===== src/rtl/pcbk_pkg.sv =====
package pcbk_pkg;
  localparam int BYTE_W = 3;
  typedef logic [BYTE_W-1:0] byte_pos_t;
  localparam byte_pos_t LAST_BYTE = byte_pos_t'((1 << BYTE_W) - 1);
endpackage


===== src/rtl/pcbk_step.sv =====
module pcbk_step
  import pcbk_pkg::*;
#(
  parameter int BASE_W     = 16,
  parameter int QUAD_WORDS = 4
) (
  input  logic [BASE_W-1:0] base_q_i,
  input  byte_pos_t         idx_q_i,
  input  byte_pos_t         cur_i,
  output logic [BASE_W-1:0] base_n_o,
  output byte_pos_t         idx_n_o
);
  localparam logic [BASE_W-1:0] STEP = BASE_W'(QUAD_WORDS);

  logic borrow;

  always_comb begin
    idx_n_o  = cur_i - byte_pos_t'(1);
    // borrow only on the first wrap; a repeat finds the position already last
    borrow   = (cur_i == '0) && (idx_q_i != LAST_BYTE);
    base_n_o = borrow ? (base_q_i - STEP) : base_q_i;
  end
endmodule


===== src/rtl/pcbk_decide.sv =====
module pcbk_decide #(
  parameter int WDC_W = 8
) (
  input  logic             take_i,
  input  logic [WDC_W-1:0] wdc_i,
  output logic             restart_o,
  output logic             service_o
);
  logic wakeups_off;

  always_comb begin
    wakeups_off = |wdc_i;
    restart_o   = take_i & wakeups_off;
    service_o   = take_i & ~wakeups_off;
  end
endmodule


===== src/rtl/pc_backup_unit.sv =====
module pc_backup_unit
  import pcbk_pkg::*;
#(
  parameter int BASE_W     = 16,
  parameter int WDC_W      = 8,
  parameter int SP_W       = 4,
  parameter int QUAD_WORDS = 4
) (
  input  logic              clk,
  input  logic              rst_n,
  input  logic              ld_i,
  input  logic [BASE_W-1:0] ld_base_i,
  input  logic [2:0]        ld_idx_i,
  input  logic [2:0]        cur_idx_i,
  input  logic              bk_req_i,
  input  logic              int_req_i,
  input  logic              int_pend_i,
  input  logic [WDC_W-1:0]  wdc_i,
  input  logic [SP_W-1:0]   sp_i,
  output logic [BASE_W-1:0] base_o,
  output logic [2:0]        idx_o,
  output logic              shadow_pend_o,
  output logic              pend_clr_o,
  output logic              done_o,
  output logic              restart_o,
  output logic              service_o,
  output logic [SP_W-1:0]   sp_o
);
  logic [BASE_W-1:0] base_q, base_d, step_base;
  byte_pos_t         idx_q, idx_d, step_idx;
  logic              shadow_q, shadow_d;
  logic [SP_W-1:0]   sp_q, sp_d;
  logic              done_q, done_d;
  logic              rst_q, rst_d, svc_q, svc_d;
  logic              clr_q;
  logic              take_int, do_step;
  logic              en_pc, en_sp;

  assign take_int = int_req_i & int_pend_i & ~ld_i;
  assign do_step  = (bk_req_i | take_int) & ~ld_i;

  pcbk_step #(.BASE_W(BASE_W), .QUAD_WORDS(QUAD_WORDS)) u_step (
    .base_q_i (base_q),
    .idx_q_i  (idx_q),
    .cur_i    (byte_pos_t'(cur_idx_i)),
    .base_n_o (step_base),
    .idx_n_o  (step_idx)
  );

  pcbk_decide #(.WDC_W(WDC_W)) u_decide (
    .take_i    (take_int),
    .wdc_i     (wdc_i),
    .restart_o (rst_d),
    .service_o (svc_d)
  );

  always_comb begin
    en_pc    = ld_i | do_step;
    en_sp    = take_int;
    base_d   = ld_i ? ld_base_i : step_base;
    idx_d    = ld_i ? byte_pos_t'(ld_idx_i) : step_idx;
    sp_d     = sp_i;
    shadow_d = take_int ? 1'b0 : (shadow_q | int_pend_i);
    done_d   = do_step;
  end

  always_ff @(posedge clk or negedge rst_n) begin
    if (!rst_n) begin
      base_q   <= '0;
      idx_q    <= '0;
      sp_q     <= '0;
      shadow_q <= 1'b0;
      done_q   <= 1'b0;
      rst_q    <= 1'b0;
      svc_q    <= 1'b0;
      clr_q    <= 1'b0;
    end else begin
      if (en_pc) begin
        base_q <= base_d;
        idx_q  <= idx_d;
      end
      if (en_sp) sp_q <= sp_d;
      shadow_q <= shadow_d;
      done_q   <= done_d;
      rst_q    <= rst_d;
      svc_q    <= svc_d;
      clr_q    <= take_int;
    end
  end

  assign base_o        = base_q;
  assign idx_o         = idx_q;
  assign shadow_pend_o = shadow_q;
  assign pend_clr_o    = clr_q;
  assign done_o        = done_q;
  assign restart_o     = rst_q;
  assign service_o     = svc_q;
  assign sp_o          = sp_q;
endmodule


===== config.mk =====
export PLATFORM = sky130hd
export DESIGN_NAME = pc_backup_unit
export DESIGN_NICKNAME = d
export VERILOG_FILES = /design/src/rtl/pcbk_pkg.sv /design/src/rtl/pcbk_step.sv /design/src/rtl/pcbk_decide.sv /design/src/rtl/pc_backup_unit.sv
export SDC_FILE = /design/constraint.sdc
export NUM_CORES = 1
export LEC_CHECK = 0
export CORE_UTILIZATION = 35
export CTS_CLUSTER_SIZE = 30
export DETAILED_ROUTE_END_ITERATION = 10
export PLACE_DENSITY_LB_ADDON = 0.3
export SYNTH_ARGS = -nofsm -noshare
export SYNTH_HDL_FRONTEND = slang
export SYNTH_SLANG_ARGS = --single-unit

===== constraint.sdc =====
create_clock -name clk -period 3.3 [get_ports clk]
set_input_delay 0.99 -clock clk [delete_from_list [all_inputs] [get_ports clk]]
set_output_delay 0.99 -clock clk [all_outputs]
set_load 0.02 [all_outputs]

==> metrics list, run 1 <==
* Setup slack of the worst register-to-register path: 1350 ps
- Crit path max-delay family: simple AND/OR/NAND/NOR gates
- In the layout the commonest cells are sky130_fd_sc_hd__clkdlybuf4s50_1 (67), sky130_fd_sc_hd__dfrtp_1 (28), sky130_fd_sc_hd__o21ai_0 (11).
- After synthesis the netlist holds a flip-flop and latch count of 28.
- Dividing the final minimum period by the clock period gives 0.902.
- The max-slew violation count was 0.
* Die X-Extent: 66.1 um
- Fin. Hold Viols: 0
* Area added between synthesis and finish: 53.0%
- Data arrival time of the critical path: 3170 ps
- Lkg Pwr: 0.854 nW
- Seq pwr share: 0.488
- For this run, asynchronously set or reset flops after synthesis account for 1.00.
* Most common library cell in the layout ignoring fill and taps: sky130_fd_sc_hd__clkdlybuf4s50_1
- Share of layout cells above drive strength 1: 0.102
* Area of the core region: 3800 sq um
- Number of buffers inserted for hold repair after clock tree synthesis: 0
* Category of the worst setup path launch point: primary input
- CTS Root Buffer Type: sky130_fd_sc_hd__clkbuf_8
* Clock power frac: 0.214
- Area leader, netlist: sky130_fd_sc_hd__dfrtp_1
* Share of power burned in combinational logic: 0.298
- Total routing usage reported by global routing: 0.168
- Number of antenna violations at the first check in global routing: 0
* Die footprint: 4370 sq um
- Post-CTS timing repair inserted 0 buffers for setup.
- The net count of the finished layout is 250.
- Setup Viol. Count Final: 0
* Resized cells post-CTS: 0
- Area taken by flip-flops and latches: 701 sq um
- Post-DR vias/cell: 5.20
* Number of fill cells in the layout: 333
* Measured slew at the worst slew-check pin: 609 ps
* Via count of the first global-routing pass: 1243
- CP Cell Sequence: clkdlybuf4s50_1 -> inv_1 -> ha_1 -> ha_1 -> nor4b_2 -> o211ai_2 -> or4_1 -> a31oi_1
* Std-Cell Rows: 22
* Worst slew slack as a fraction of its limit: 0.594
* CP required: 3500 ps
- Summing over every cut layer, the via total after detailed routing is 1316.
- For this design the total switching power over the nets is 0.244 mW.
- Buffers inserted during clock tree synthesis total 3.
- Clock-pin slew was measured on the worst setup and hold paths at 90 ps.
- Drt initial violations: 49
* Max Buffers Root-to-Sink: 2
* Highest Clock Rate: 336 MHz
- Startpoint-to-endpoint class of the critical path: primary input to flop
* Final non-filler cell area: 2200 sq um
- For the worst-skew pair, the clock arrives at the later sink with an insertion delay of 270 ps.
- Gpl congestion: 0.803
- For this run, the register share of the synthesized area comes to 0.487.
- On the worst path, the slowest cell contributes a delay of 570 ps.
- In this run the cell area of the synthesized design comes to 1440 sq um.
- Setup total negative slack: 0 ps
* Mean cell area of the mapped netlist: 10.3 sq um
- Buffers added on ports: 67
- First-pass iteration count of the detailed router: 4
* # clock sinks: 28
* Kind of capture point of the worst setup path: flop
- In this design, the critical path's most frequently occurring cell is sky130_fd_sc_hd__ha_1.
- Top post-synthesis cells by area: sky130_fd_sc_hd__dfrtp_1 (49%), sky130_fd_sc_hd__mux2_2 (7.0%), sky130_fd_sc_hd__o21ai_0 (3.8%)
- The total overflow left after global routing is 0.
* Number of maximum-capacitance violations: 0
- Switching portion of total power: 0.290
* Critical Path Slowest Stage Cell: sky130_fd_sc_hd__or4_1
* Max H-tree Level: 1
- The internal portion of the total power is 0.599 mW.
- Wires add up to 3500 um.
- Post-Route Skew: 3.31 ps
* Buffer and inverter count on the worst path: 2
* Classification of the worst-slack hold path: flop to flop
- Counting every net in the synthesized netlist gives 183.
- The Yosys step of the flow raised 0 warnings.
- The first global-routing pass estimated 5520 um of wire.
- Number of flops mapped to enable cells by yosys: 0
- Setup repair after global routing left no endpoint under its margin.
* Worst supply voltage drop on vdd: 0.209 mV
- For this design the ratio of total power to cell area is 383 nW/um^2.
- Tmin final: 2980 ps
* Wire length per cell after detailed routing: 13.8 um
* Initial core utilization: 0.379
* HPWL reported at the end of detailed placement: 2620 um
- For this run, the leading register cell type out of synthesis is sky130_fd_sc_hd__dfrtp_1.
* Antenna diode instance count: 0
- In the routed design, unresolved DRC markers number 0.
* Pin count of the biggest net entering global routing: 29
- DP Area: 2160 sq um
* Clock tree from TritonCTS: done
- Io pins: 68
- Final ANT Viol Nets: 0
- Measured along the y axis, the die boundary spans 66.1 um.
* Total area of multi-input combinational cells: 679 sq um
- Along the worst path, the maximum fanout reaches 16.
- Status: finished clean
- The share of synthesized area in the top cell type comes to 0.487.
* Distinct cell type count of the synthesized netlist: 39
- Synthesis produced 140 cells.
==> kinds of logic after synthesis <==
group                      Yosys count  share of synthesized area
AOI/OAI and AO/OA                   33                      0.151
xor gates and xnor gates             4                     0.0244
adders and majority gates            3                     0.0261
buffers and inverters               15                     0.0409
DFF                                 28                      0.487
muxes                               10                     0.0774
and+or+nand+nor                     47                      0.193
==> synth_stat cells, types with 2 or more instances <==
master and number:
sky130_fd_sc_hd__dfrtp_1 28, sky130_fd_sc_hd__o21ai_0 11, sky130_fd_sc_hd__nor2_1 10, sky130_fd_sc_hd__mux2_2 9, sky130_fd_sc_hd__a31oi_1 8, sky130_fd_sc_hd__inv_1 7
sky130_fd_sc_hd__nand2_1 6, sky130_fd_sc_hd__clkbuf_1 5, sky130_fd_sc_hd__nor4_1 5, sky130_fd_sc_hd__or3_1 4, sky130_fd_sc_hd__or4_1 4, sky130_fd_sc_hd__ha_1 3
sky130_fd_sc_hd__nor3_1 3, sky130_fd_sc_hd__o2111ai_1 3, sky130_fd_sc_hd__o31ai_1 3, sky130_fd_sc_hd__xor2_1 3, sky130_fd_sc_hd__a21oi_1 2, sky130_fd_sc_hd__buf_2 2
sky130_fd_sc_hd__nand2b_1 2, sky130_fd_sc_hd__o31a_1 2, sky130_fd_sc_hd__or2_2 2
==> power by group through the flow <==
stage                     combinational (mW)  clock (mW)  sequential, mW
after floorplan                       0.0696           0           0.456
after global placement                 0.248           0           0.416
after detailed placement               0.253           0           0.418
after CTS                              0.254       0.186           0.412
after global routing                   0.271       0.201           0.417
final                                  0.251       0.180           0.412
==> area by class of cell <==
type / count / share of cell area
tap: 48 / 0.0273
clock buffer: 3 / 0.0188
multi-input combinational: 97 / 0.309
sequential: 28 / 0.318
timing repair buffer: 70 / 0.315
inverter: 7 / 0.0119
==> final timing paths <==
| path | start | to | cells past startpoint |
|---|---|---|---|
| max | cur_idx_i[0] | base_o[11] | 8 |
| max in group asynchronous | rst_n | sp_o[1] | 2 |
| min in group asynchronous | rst_n | base_o[4] | 2 |
| min | sp_o[0] | sp_o[0] | 1 |
| min reg2reg | sp_o[0] | sp_o[0] | 1 |
| max reg2reg | base_o[4] | base_o[11] | 4 |
==> per-stage QoR <==
step	instances	total power, mW	util	worst slack (ps)	hold slack [ps]
global route	253	0.889	0.579	179	539
finish	253	0.843	0.579	322	513
global placement	250	0.664	0.569	137	481
CTS	253	0.852	0.579	336	519
floorplan	140	0.525	-	763	588
detailed placement	250	0.671	0.569	57.0	499
==> routing by layer <==
metal,GRT usage,vias to the layer above,wire (um),share of wire
li1,-,646,-,-
met1,0.197,628,1530,0.44
met2,0.292,36,1730,0.49
met3,0.0414,6,178,0.051
met4,0.0638,0,63,0.018
met5,0,-,0,0
==> flip-flops by register name, summed over array words and instances, names as in the netlist <==
signal / flops
base_o: 16
sp_o: 4
idx_o: 3
done_o: 1
pend_clr_o: 1
restart_o: 1
service_o: 1
shadow_pend_o: 1
Power figures use the tool's default switching activity.
==> run 2: changes to the inputs <==
Settings changed: CORE_UTILIZATION 35 to 44, PLACE_DENSITY set to 0.94, PLACE_DENSITY_LB_ADDON 0.3 to not set, SETUP_SLACK_MARGIN set to 0.1.
==> metrics list, run 2 (synthesis results as in run 1) <==
- The run finished with clean final reports.
* Worst supply voltage drop on vdd: 0.209 mV (-0.12%)
- The global-route usage over all layers came to 0.222 (+0.0544).
- Setup Viol. Count Final: 0 (unchanged)
- The DRC marker count from the first detailed-route iteration was 50 (+2.0%).
* Number of flip-flops in the largest register: 16 (unchanged)
* Largest driver fanout on the critical path: 16 (unchanged)
* Lkg Pwr: 0.865 nW (+1.3%)
- The tightest min-delay check is of the flop to flop type.
- Postcts setup bufs: 0 (unchanged)
- The average detailed-routed wire length per instance was 14.1 um (+2.1%).
- The remaining antenna violation count is 0 (unchanged).
* Setup total negative slack: 0 ps (unchanged)
- The worst setup path is captured at a flop.
* Fin. Hold Viols: 0 (unchanged)
- Final non-filler cell area: 2210 sq um (+0.63%)
* Worst slew slack as a fraction of its limit: 0.636 (+0.0422)
* Number of maximum-capacitance violations: 0 (unchanged)
- The quantity of I/O buffers inserted on ports was 67 (unchanged).
- The number of top-level pins is 68 (unchanged).
- First-pass GRT wire length: 5900 um (+6.9%)
* Number of cells on the worst hold path: 1 (unchanged)
- The setup skew after layout was 8.42 ps (+5.12 ps).
* Most common library cell in the layout ignoring fill and taps: sky130_fd_sc_hd__clkdlybuf4s50_1
- Measured slew at the worst slew-check pin: 545 ps (-64.2 ps)
* Die footprint: 3500 sq um (-20%)
- Total power: 0.887 mW (+5.2%)
* Pin count of the biggest net entering global routing: 29 (unchanged)
- The required time at the endpoint of the critical path was 3550 ps (+50 ps).
- CP peak stage delay: 570 ps (about the same)
- Traced cell by cell, the critical path runs through clkdlybuf4s50_1 -> inv_1 -> ha_1 -> ha_1 -> nor4b_2 -> o211ai_2 -> or4b_1 -> a31oi_1.
- Number of buffers inserted for hold repair after clock tree synthesis: 0 (unchanged)
- Max Buffers Root-to-Sink: 2 (unchanged)
- # clock sinks: 28 (unchanged)
- The max-slew violation count came to 0 (unchanged).
* DRC Markers: 0 (unchanged)
* Areal power density over the cells: 400 nW/um^2 (+4.6%)
* Drt total wl: 3540 um (+1.3%)
- Number of buffers created by CTS: 3 (unchanged)
- Highest Clock Rate: 338 MHz (+0.78%)
- Std-Cell Rows: 20 (-9.1%)
- Setup repair after global routing left no endpoint under its margin.
- The depth of the CTS H-tree was 1 (unchanged).
* HPWL reported at the end of detailed placement: 2720 um (+3.5%)
* Cell count of the worst reg-to-reg path: 4 (unchanged)
* Data arrival time of the critical path: 3200 ps (+30 ps)
* Final worst hold slack: 524 ps (+10.7 ps)
- The number of global-route vias before repair came to 1278 (+2.8%).
- The chip height came to 59.2 um (-10%).
- The clock network latency to the later pin of the worst-skew pair is 320 ps (+50 ps).
- The horizontal extent of the die came to 59.2 um (-10%).
- The final critical delay including setup and external delays was 2950 ps (-22.9 ps).
- The number of detailed-route iterations in the first pass came to 4 (unchanged).
* Category of the worst setup path launch point: primary input
- Share of layout cells above drive strength 1: 0.111 (+0.00867)
- Antenna diode instance count: 0 (unchanged)
- The post-detailed-route via-to-cell ratio is 5.33 (+2.6%).
- TritonCTS built the clock tree.
- Most frequent cells in the layout: sky130_fd_sc_hd__clkdlybuf4s50_1 (67), sky130_fd_sc_hd__dfrtp_1 (28), sky130_fd_sc_hd__o21ai_0 (11)
- The starting utilization of the core area came to 0.467 (+0.0887).
- Clock edge transition at the registers on the reported setup and hold paths: 160 ps (+70 ps)
- The routability congestion estimate from global placement came to 0.801 (-0.22%).
- CTS Root Buffer Type: sky130_fd_sc_hd__clkbuf_4
- Overall overflow remaining after global route: 0 (unchanged)
* DP Area: 2160 sq um (+0.12%)
- By instance count, the cell type seen most on the critical path is sky130_fd_sc_hd__ha_1.
- Area of the core region: 3080 sq um (-19%)
* Period Utilization, post-route: 0.895 (-0.00695)
- Critical Path Slowest Stage Cell: sky130_fd_sc_hd__or4b_1
* Post-layout net count: 251 (+0.40%)
- Resized cells post-CTS: 0 (unchanged)
* Via count: 1339 (+1.7%)
- Startpoint-to-endpoint class of the critical path: primary input to flop
- Area added between synthesis and finish: 53.9%
* Number of antenna violations at the first check in global routing: 0 (unchanged)
## run 2: changes by cell type in the layout (fill, tap and decap cells not counted), sizes merged
cell and delta:
bufinv +1, buf +1
## run 2: final timing paths
| path | from | endpoint | slack, ps |
|---|---|---|---|
| setup reg to reg | base_o[4] | base_o[12] | 1320 |
| setup / recovery | cur_idx_i[0] | base_o[12] | 350 |
| hold reg to reg | sp_o[1] | sp_o[1] | 520 |
| max in group asynchronous | rst_n | base_o[4] | 2010 |
| hold / removal | sp_o[1] | sp_o[1] | 520 |
| min in group asynchronous | rst_n | sp_o[1] | 1030 |
## run 2: power by group
part	internal, mW	leakage [nW]	switching [mW]
clock	0.123	0.0279	0.100
combinational	0.140	0.507	0.112
sequential	0.377	0.330	0.0338
## run 2: critical path, delay by kind of cell
family,cells,cell delay (ps)
AOI/OAI and AO/OA,2,500
buffers and inverters,2,500
and+or+nand+nor,2,860
adders and majority gates,2,350
## run 2: metal layers
| layer | part of all wire | routed length, um | global-route usage | vias up |
|---|---|---|---|---|
| met5 | 0 | 0 | 0 | - |
| met4 | 0.0082 | 29 | 0.0578 | 0 |
| met3 | 0.053 | 186 | 0.0284 | 4 |
| met2 | 0.52 | 1840 | 0.379 | 47 |
| met1 | 0.42 | 1490 | 0.298 | 637 |
| li1 | - | - | - | 651 |
## run 2: per-stage QoR
step / worst slack [ps] / instances / util
floorplan: 763 / 140 / -
global placement: 141 / 247 / 0.702
detailed placement: 13.3 / 247 / 0.702
CTS: 360 / 251 / 0.720
global route: 184 / 251 / 0.720
finish: 345 / 251 / 0.720
## run 2: area by class of cell
class / count / area, sq um
Clock buffer: 3 / 22.5
Fill cell: 248 / 863
Timing Repair Buffer: 71 / 701
Clock inverter: 1 / 30.0
Multi-Input combinational cell: 97 / 679
Inverter: 7 / 26.3
Sequential cell: 28 / 701
Tap cell: 44 / 55.1
==> run 3: changes to the inputs <==
Settings changed: SLEW_MARGIN set to 5.
==> results of run 3 <==
Final layout, timing and power as in run 2 (identical DEF).
